## src/rtl/modtmr_pkg.sv

```systemverilog
`timescale 1ns/1ps
package modtmr_pkg;
   typedef enum logic [2:0] {
      A_CNT_HI  = 3'd0,
      A_CNT_LO  = 3'd1,
      A_STAT    = 3'd2,
      A_MOD_HI  = 3'd3,
      A_MOD_LO  = 3'd4,
      A_INIT_HI = 3'd5,
      A_INIT_LO = 3'd6
   } regaddr_e;

   localparam int STAT_FLAG_BIT = 7;
   localparam int STAT_IE_BIT   = 6;
endpackage

```

## src/rtl/modtmr_counter.sv

```systemverilog
`timescale 1ns/1ps
module modtmr_counter #(
   parameter int CNT_W = 16
) (
   input  logic             clk,
   input  logic             rst_n,
   input  logic             reload_req,
   input  logic             freeze,
   input  logic [CNT_W-1:0] init_val,
   input  logic [CNT_W-1:0] mod_val,
   output logic [CNT_W-1:0] cnt_q,
   output logic             wrap_evt
);
   logic at_end;

   // reaching or passing the modulo ends the period (covers modulo < start)
   assign at_end   = (cnt_q >= mod_val);
   assign wrap_evt = !reload_req && !freeze && at_end;

   always_ff @(posedge clk or negedge rst_n) begin
      if (!rst_n)                      cnt_q <= '0;
      else if (reload_req || wrap_evt) cnt_q <= init_val;
      else if (!freeze)                cnt_q <= cnt_q + 1'b1;
   end

   // plain step below the modulo
   a_r1_step: assert property (@(posedge clk) disable iff (!rst_n)
      (!reload_req && !freeze && !at_end) |=> cnt_q == $past(cnt_q) + 1'b1);

   // a restart loads the start value
   a_r4_reload: assert property (@(posedge clk) disable iff (!rst_n)
      reload_req |=> cnt_q == $past(init_val));

   // freeze holds the count
   a_r7_hold: assert property (@(posedge clk) disable iff (!rst_n)
      (freeze && !reload_req) |=> $stable(cnt_q));
endmodule

```

## src/rtl/modtmr_regs.sv

```systemverilog
`timescale 1ns/1ps
module modtmr_regs
   import modtmr_pkg::*;
#(
   parameter int CNT_W  = 16,
   parameter int BYTE_W = 8,
   parameter int ADDR_W = 3
) (
   input  logic              clk,
   input  logic              rst_n,
   input  logic              wr_en,
   input  logic              rd_en,
   input  logic [ADDR_W-1:0] addr,
   input  logic [BYTE_W-1:0] wdata,
   input  logic [CNT_W-1:0]  cnt_val,
   input  logic              wrap_evt,
   output logic [BYTE_W-1:0] rdata,
   output logic [CNT_W-1:0]  init_val,
   output logic [CNT_W-1:0]  mod_val,
   output logic              cnt_wr,
   output logic              ovf_flag,
   output logic              ovf_ie
);
   localparam int LANES = CNT_W / BYTE_W;

   if (LANES != 2) begin : g_bad_width
      $error("modtmr_regs: CNT_W must be exactly two bytes");
   end
   if (ADDR_W < 3) begin : g_bad_addr
      $error("modtmr_regs: ADDR_W must be at least 3");
   end

   logic wr_stat, rd_stat, armed_q, clr_flag;
   logic unused_wdata;

   assign cnt_wr   = wr_en && ((addr == A_CNT_HI) || (addr == A_CNT_LO));
   assign wr_stat  = wr_en && (addr == A_STAT);
   assign rd_stat  = rd_en && (addr == A_STAT);
   assign clr_flag = wr_stat && !wdata[STAT_FLAG_BIT] && armed_q;
   assign unused_wdata = ^wdata[STAT_IE_BIT-1:0];

   for (genvar b = 0; b < LANES; b++) begin : g_lane
      localparam logic [ADDR_W-1:0] INIT_A = (b == 1) ? A_INIT_HI : A_INIT_LO;
      localparam logic [ADDR_W-1:0] MOD_A  = (b == 1) ? A_MOD_HI  : A_MOD_LO;
      logic [BYTE_W-1:0] init_r, mod_r;

      always_ff @(posedge clk or negedge rst_n) begin
         if (!rst_n) begin
            init_r <= '0;
            mod_r  <= '1;
         end else if (wr_en) begin
            if (addr == INIT_A) init_r <= wdata;
            if (addr == MOD_A)  mod_r  <= wdata;
         end
      end

      assign init_val[b*BYTE_W +: BYTE_W] = init_r;
      assign mod_val[b*BYTE_W +: BYTE_W]  = mod_r;
   end

   always_ff @(posedge clk or negedge rst_n) begin
      if (!rst_n) begin
         ovf_flag <= 1'b0;
         ovf_ie   <= 1'b0;
         armed_q  <= 1'b0;
      end else begin
         if (wrap_evt)      ovf_flag <= 1'b1;
         else if (clr_flag) ovf_flag <= 1'b0;
         if (wr_stat)       ovf_ie   <= wdata[STAT_IE_BIT];
         if (wr_stat)       armed_q  <= 1'b0;
         else if (rd_stat && ovf_flag) armed_q <= 1'b1;
      end
   end

   always_comb begin
      rdata = '0;
      case (addr)
         A_CNT_HI:  rdata = cnt_val[CNT_W-1:BYTE_W];
         A_CNT_LO:  rdata = cnt_val[BYTE_W-1:0];
         A_STAT: begin
            rdata[STAT_FLAG_BIT] = ovf_flag;
            rdata[STAT_IE_BIT]   = ovf_ie;
         end
         A_MOD_HI:  rdata = mod_val[CNT_W-1:BYTE_W];
         A_MOD_LO:  rdata = mod_val[BYTE_W-1:0];
         A_INIT_HI: rdata = init_val[CNT_W-1:BYTE_W];
         A_INIT_LO: rdata = init_val[BYTE_W-1:0];
         default:   rdata = '0;
      endcase
   end

   // a wrap raises the flag
   a_r3_flag_on_wrap: assert property (@(posedge clk) disable iff (!rst_n)
      wrap_evt |=> ovf_flag);

   // without an arming read the flag cannot drop
   a_r8_sticky_unarmed: assert property (@(posedge clk) disable iff (!rst_n)
      (ovf_flag && !armed_q) |=> ovf_flag);
endmodule

```

## src/rtl/modtmr_core.sv

```systemverilog
`timescale 1ns/1ps
module modtmr_core #(
   parameter int CNT_W     = 16,
   parameter int BYTE_W    = 8,
   parameter int ADDR_W    = 3,
   parameter bit REG_PULSE = 1'b1
) (
   input  logic              clk,
   input  logic              rst_n,
   input  logic              wr_en,
   input  logic              rd_en,
   input  logic [ADDR_W-1:0] addr,
   input  logic [BYTE_W-1:0] wdata,
   output logic [BYTE_W-1:0] rdata,
   input  logic              sync_req,
   input  logic              dbg_freeze,
   output logic [CNT_W-1:0]  count_o,
   output logic              reload_o,
   output logic              ovf_irq
);
   logic [CNT_W-1:0] init_val, mod_val;
   logic cnt_wr, wrap_evt, ovf_flag, ovf_ie, reload_req;

   assign reload_req = cnt_wr || sync_req;

   modtmr_regs #(.CNT_W(CNT_W), .BYTE_W(BYTE_W), .ADDR_W(ADDR_W)) u_regs (
      .clk(clk), .rst_n(rst_n), .wr_en(wr_en), .rd_en(rd_en), .addr(addr),
      .wdata(wdata), .cnt_val(count_o), .wrap_evt(wrap_evt), .rdata(rdata),
      .init_val(init_val), .mod_val(mod_val), .cnt_wr(cnt_wr),
      .ovf_flag(ovf_flag), .ovf_ie(ovf_ie)
   );

   modtmr_counter #(.CNT_W(CNT_W)) u_cnt (
      .clk(clk), .rst_n(rst_n), .reload_req(reload_req), .freeze(dbg_freeze),
      .init_val(init_val), .mod_val(mod_val), .cnt_q(count_o),
      .wrap_evt(wrap_evt)
   );

   assign ovf_irq = ovf_flag && ovf_ie;

   if (REG_PULSE) begin : g_pulse_reg
      logic pulse_q;
      always_ff @(posedge clk or negedge rst_n) begin
         if (!rst_n) pulse_q <= 1'b0;
         else        pulse_q <= reload_req;
      end
      assign reload_o = pulse_q;

      // pulse follows each restart for one cycle
      a_r6_pulse_on: assert property (@(posedge clk) disable iff (!rst_n)
         reload_req |=> reload_o);
      a_r6_pulse_off: assert property (@(posedge clk) disable iff (!rst_n)
         !reload_req |=> !reload_o);
      // pulse coincides with the start value in the counter
      a_r6_pulse_count: assert property (@(posedge clk) disable iff (!rst_n)
         reload_req |=> count_o == $past(init_val));
   end else begin : g_pulse_comb
      assign reload_o = reload_req;
   end
endmodule

```

## config.mk

```make
export PLATFORM = sky130hd
export DESIGN_NAME = modtmr_core
export DESIGN_NICKNAME = d
export VERILOG_FILES = /design/src/rtl/modtmr_pkg.sv /design/src/rtl/modtmr_counter.sv /design/src/rtl/modtmr_regs.sv /design/src/rtl/modtmr_core.sv
export SDC_FILE = /design/constraint.sdc
export NUM_CORES = 1
export LEC_CHECK = 0
export ABC_AREA = 1
export BUFFER_PORTS_ARGS = -buffer_cell sky130_fd_sc_hd__buf_2
export CAP_MARGIN = 20
export CELL_PAD_IN_SITES_DETAIL_PLACEMENT = 1
export CELL_PAD_IN_SITES_GLOBAL_PLACEMENT = 2
export CORE_AREA = 4 4 110 112
export DETAILED_ROUTE_END_ITERATION = 10
export DIE_AREA = 0 0 114 116
export MAX_ROUTING_LAYER = met4
export PLACE_DENSITY = 0.8
export SLEW_MARGIN = 20
export SYNTH_ARGS = -nofsm -noshare
export SYNTH_HDL_FRONTEND = slang
export SYNTH_SLANG_ARGS = --single-unit
```

## constraint.sdc

```tcl
create_clock -name clk -period 1.9 [get_ports clk]
set_input_delay 0.475 -clock clk [delete_from_list [all_inputs] [get_ports clk]]
set_output_delay 0.475 -clock clk [all_outputs]
set_load 0.05 [all_outputs]
```

==> impl_metrics.ini, run 1 <==
[clock_tree]
cts_tree = yes
clock_latency_ns = 0.30
htreeDepth = 2
clockBufferDepth = 2
clkTransAtPathRegs_ns = 0.07
cts-root-buf = clkbuf_16
numCtsBuffers = 5
cts.sinks = 52

[power_and_ir_drop]
pwr-share-seq_pct = 28.9
max-vdd-ir-drop_uv = 508
clkPwrFrac_pct = 21.4
p_int_mw = 3.21
switching_share_pct = 43.2
switchingPower_mw = 2.44
combPwrFrac_pct = 49.7
pwr_density_cell_mw_per_mm2 = 1060
p_leak_nw = 2.47

[placed_design]
portBuffers = 42
dpl_cell_area_mm2 = 0.00422
gp_congestion = 0.873
post-dp-hpwl_mm = 9.57
dpl.cell_count = 687

[worst_setup_path]
start_kind = flip-flop
cp_max_fo = 2
cp-end-kind = primary output
rr_worst_depth = 11
critPathSlowestCell = dfstp_2
crit_required_ns = 1.42
r2r_slack_ns = -0.16
cpPeakStageDelay_ns = 0.55
critPathKind = flip-flop to primary output
cp_data_arrival_time_ns = 1.67
cp_cell_sequence = inv_2, buf_6, o22ai_4, a221oi_2, o211ai_1, buf_4
r2r_end = u_cnt.cnt_q[4]
reg2reg_from = u_regs.g_lane[1].mod_r[5]

[yosys]
synth_warnings = 0
ys_seq_area_share_pct = 40.2
synth.top_cell.area_share_pct = 27.4
synth_area_leaders = dfrtp_1, nand2_1, dfstp_2
yosys.area.top_type = dfrtp_1
ys_seq_elements = 52
synth_fp_nets = 487
syn-instance-count = 453
synth_cell_type_count = 31
syn_avg_cell_area_um2 = 7.26
netlist_area_mm2 = 0.00329

[layout]
layout.nets = 596
final_core_util_pct = 47.3
layout-drive-gt1-share_pct = 48.3
fin_cells = 706
diodes = 0
synthToLayoutAreaGrowth_pct = 61.5
fin_area_mm2 = 0.00531
fillers = 1344

[timing]
finClkSkew_ns = 0.00610
rsz0062_at_grt = true
tightest_slew_ns = 0.621
finalMaxSlewViolations = 0
slew_headroom_pct = 58.6
hold_viol_final = 0
max_freq_mhz = 467
post-route-min-period_ns = 2.14
fin_crit_sh_pct = 113
fin_setup_tns_ns = -3.63
finalWorstSetupSlack_ns = -0.243
finalSetupViolations = 25

[grt]
grt_overflow = 0
antenna_found_initial = 0
grt_pass1_wl_mm = 21.6
track_usage_pct = 21.9
grt_max_degree = 40
grt_pass1_vias = 3911

[die]
ioPinCount = 43
row_count = 39
start_util_pct = 29.3
fp.dieW_um = 114
core_mm2 = 0.0112
die_area_mm2 = 0.0132
dieHeight_um = 116

[hold_path]
min_path_type = input pin to asynchronous set/reset pin

[route]
wire_per_inst_um = 20.2
wirelength_mm = 14.3
vias_per_cell = 5.11
drt-initial-drc-count = 148
via_count = 3607
drc = 0
first_pass_iters = 5
antenna_left = 0

[status]
status = finished with violations
violations = setup timing

[job]
maxCapViolCount = 0
==> layout make-up <==
type                            count  area (um^2)  share of cell area, %
Clock buffer                        6          129                   2.43
Tap cell                          143          179                   3.37
Multi-Input combinational cell    313         2340                   44.1
Inverter                           80          328                   6.17
Sequential cell                    52         1340                   25.2
Clock inverter                      2         60.1                   1.13
Timing Repair Buffer              110          935                   17.6
==> repair_timing <==
item                       CTS  global route
buffers inserted             7             2
cloned                       1             1
setup endpoints to repair   25            25
resized for setup          141            46
hold buffers                 0             0
pin swaps                   39            16
==> cells in the final DEF (no fill, tap or decap), drive strengths merged, types with 6 or more instances in the layout <==
master  count
xor2        6
inv        79
o21ai      38
clkbuf      7
o22ai       9
buf       109
nor2       21
nor3       10
ha         17
nand3      40
dfrtp      36
a21oi      11
dfstp      16
nand2     140
==> logic make-up after synthesis <==
family          after synthesis  share of synthesized area (%)
xor+xnor                      9                           2.40
simple gates                215                           28.1
buf+inv                      89                           10.4
flops                        52                           40.2
fa+ha+maj                    17                           6.47
compound gates               71                           12.4
==> power groups by stage <==
stage	Clock [mW]	Sequential [mW]	Combinational (mW)
6_report	1.21	1.63	2.80
2_1_floorplan	0	1.88	1.00
4_1_cts	1.22	1.59	2.54
3_3_place_gp	0	1.58	2.05
3_5_place_dp	0	1.59	2.11
5_1_grt	1.27	1.66	3.01
==> per-layer routing <==
metal | vias up | track usage (%) | share of wire, %
li1 | 1683 | - | -
met1 | 1804 | 26.7 | 43
met2 | 91 | 37.1 | 51
met3 | 29 | 3.08 | 3.5
met4 | 0 | 8.23 | 2.4
met5 | - | - | 0
==> per-stage QoR <==
step	setup slack (ns)	power, mW	hold slack (ns)
after floorplan	-0.169	2.88	0.179
after global placement	-0.304	3.63	0.434
after detailed placement	-0.349	3.70	0.428
after CTS	-0.165	5.35	0.108
after global routing	-0.293	5.94	0.115
final	-0.243	5.65	0.0908
==> worst max path at each step <==
stage                              startpoint       end  cells after the start
finish              u_regs.g_lane[0].mod_r[3]  rdata[3]                      6
global route                   u_cnt.cnt_q[3]  rdata[3]                      5
CTS                 u_regs.g_lane[0].mod_r[3]  rdata[3]                      6
detailed placement                    addr[1]  rdata[3]                      7
global placement                      addr[1]  rdata[1]                      7
floorplan                             addr[0]  rdata[6]                      4
==> Yosys cell counts (all sizes together) <==
master   instances
o2111ai          2
dfstp           16
a31oi            1
o211ai           2
ha              17
nand3           40
nand4            4
dfrtp           36
nor2            21
a21oi           11
nand3b           1
xnor2            3
a221oi           4
inv             80
a211oi           1
nand2          139
o221ai           3
xor2             6
o22ai            9
clkbuf           4
nor3            10
o21ai           38
buf              5
==> state kept, by name, indices dropped and copies added (netlist names) <==
| name | count |
|---|---|
| u_cnt.cnt_q | 16 |
| u_regs.g_lane.init_r | 16 |
| u_regs.g_lane.mod_r | 16 |
| reload_o | 1 |
| u_regs.armed_q | 1 |
| u_regs.ovf_flag | 1 |
| u_regs.ovf_ie | 1 |
==> worst max-delay path: cells and delay by family (launching register included) <==
family	cells	cell delay (ns)
compound gates	3	0.37
flops	1	0.55
buf+inv	3	0.43
Note: power is estimated with default switching activity, not from simulation.
==> run 2, diff against run 1 <==
--- a/config.mk
+++ b/config.mk
@@ -13,6 +13,7 @@
 export CORE_AREA = 4 4 110 112
 export DETAILED_ROUTE_END_ITERATION = 10
 export DIE_AREA = 0 0 114 116
+export GPL_TIMING_DRIVEN = 0
 export MAX_ROUTING_LAYER = met4
 export PLACE_DENSITY = 0.8
 export SLEW_MARGIN = 20
==> run 2 against run 1 <==
  * The flow still finishes with violations (setup timing)
  * Wire length is 12% lower
  * Fmax is 2.3% higher
  * Hold slack better by 0.11 ns
  * First-iteration DRC count is 2.7% higher
  * Register-to-register slack worse by 0.03 ns
  * Power is 13% lower
  * Non-clock buffer count is 27 lower
  * Critical endpoint is now u_cnt.cnt_q[10]
  * Sequential share of layout area is 2.6 points higher
==> impl_metrics.ini, run 2 (synthesis results as in run 1) <==
[clock_tree]
clock_latency_ns = 0.30
cts_tree = yes
cts-root-buf = clkbuf_16
clockBufferDepth = 2
htreeDepth = 2
numCtsBuffers = 5
hold_buffers = 0
clkTransAtPathRegs_ns = 0.07
cts.sinks = 52

[route]
drc = 0
via_count = 3367
wire_per_inst_um = 18.5
first_pass_iters = 4
drt-initial-drc-count = 152
antenna_left = 0
vias_per_cell = 4.97
wirelength_mm = 12.5

[layout]
diodes = 0
final_core_util_pct = 42.9
fin_area_mm2 = 0.00482
layout-drive-gt1-share_pct = 40.0
seq_area_mm2 = 0.00134
final_cell_mix = nand2_1, inv_1, buf_2
mostFrequentLayoutCell = nand2_1
multi_input_area_mm2 = 0.00214
top_regs = u_cnt.cnt_q (16), u_regs.g_lane.init_r (16), u_regs.g_lane.mod_r (16)
layout.nets = 568
fillers = 1374
synthToLayoutAreaGrowth_pct = 46.5

[timing]
max_freq_mhz = 477
fin_crit_sh_pct = 110
hold_viol_final = 0
finClkSkew_ns = 0.00574
finalMaxSlewViolations = 0
tightest_slew_ns = 0.671
hold_ws_ns = 0.205
finalWorstSetupSlack_ns = -0.195
post-route-min-period_ns = 2.09
finalSetupViolations = 25
slew_headroom_pct = 55.3
rsz0062_at_grt = true

[worst_setup_path]
cp_cell_sequence = inv_4, ha_4, nand2_2, nand2_1, nand2_1, nand2_2, nor2_2, nand2_1, nand2_1, nand2_2, nand2_4, buf_6, nand3_1, nand3_2, nand2_1
path_delay_family = simple AND/OR/NAND/NOR gates
critPathSlowestCell = dfstp_2
cp-end-kind = flip-flop
cp_common_cell = nand2_1
cpPeakStageDelay_ns = 0.57
critPathKind = flip-flop to flip-flop
cp_max_fo = 5
start_kind = flip-flop
critPathBufInv = 2
cp_data_arrival_time_ns = 2.28
crit_required_ns = 2.09
r2r_slack_ns = -0.19

[die]
core_mm2 = 0.0112
die_area_mm2 = 0.0132
dieHeight_um = 116
start_util_pct = 29.3
fp.dieW_um = 114
row_count = 39
ioPinCount = 43

[placed_design]
portBuffers = 42
dpl_cell_area_mm2 = 0.00378
post-dp-hpwl_mm = 8.98
preCtsSetupSlack_ns = -0.582
gp_congestion = 0.869

[power_and_ir_drop]
p_leak_nw = 2.25
max-vdd-ir-drop_uv = 476
p_total_mw = 4.92
pwr_density_cell_mw_per_mm2 = 1020

[job]
maxCapViolCount = 0

[grt]
track_usage_pct = 20.2
grt_max_degree = 53
antenna_found_initial = 0
grt_overflow = 0
grt_pass1_wl_mm = 20.1
grt_pass1_vias = 3634

[hold_path]
min_path_type = input pin to asynchronous set/reset pin

[status]
status = finished with violations
violations = setup timing
run 2: timing repair:
item | in CTS | in global routing
resized for setup | 117 | 35
gates cloned | 2 | 0
endpoints found under the hold margin | 0 | 0
setup endpoints to repair | 25 | 25
buffers inserted | 26 | 4
pin swaps | 29 | 33
run 2: worst paths after layout:
| kind | end | depth (start not counted) | startpoint |
|---|---|---|---|
| setup / recovery | u_cnt.cnt_q[10] | 15 | u_regs.g_lane[0].mod_r[5] |
| hold / removal | reload_o | 1 | rst_n |
| setup reg to reg | u_cnt.cnt_q[10] | 15 | u_regs.g_lane[0].mod_r[5] |
| hold reg to reg | u_regs.g_lane[1].mod_r[1] | 2 | u_regs.g_lane[1].mod_r[1] |
| max in group asynchronous | u_cnt.cnt_q[1] | 1 | rst_n |
| min in group clk | u_regs.armed_q | 3 | rd_en |
run 2: metrics by stage:
step	setup TNS, ns	std cells
floorplan	-0.384	453
global placement	-8.42	638
detailed placement	-9.80	638
CTS	-2.46	674
global route	-6.14	678
finish	-3.86	678
run 2: report_power, final:
part | internal, mW | switching, mW
clock network | 0.495 | 0.444
registers | 1.39 | 0.346
logic | 0.816 | 1.43
run 2: metal layers:
layer  share of wire, %  GRT usage [%]  up-vias
li1                   -              -     1625
met1                 43           24.7     1642
met2                 51           34.7       72
met3                3.6           3.24       28
met4                2.7           5.78        0
met5                  0              -        -
run 2: final cells by class:
class / count / share of cell area, %
tap: 143 / 3.71
clock inverter: 3 / 0.468
timing repair buffer: 74 / 12.7
inverter: 80 / 7.04
buffer: 9 / 1.17
multi-input combinational: 312 / 44.5
sequential: 52 / 27.8
clock buffer: 5 / 2.60
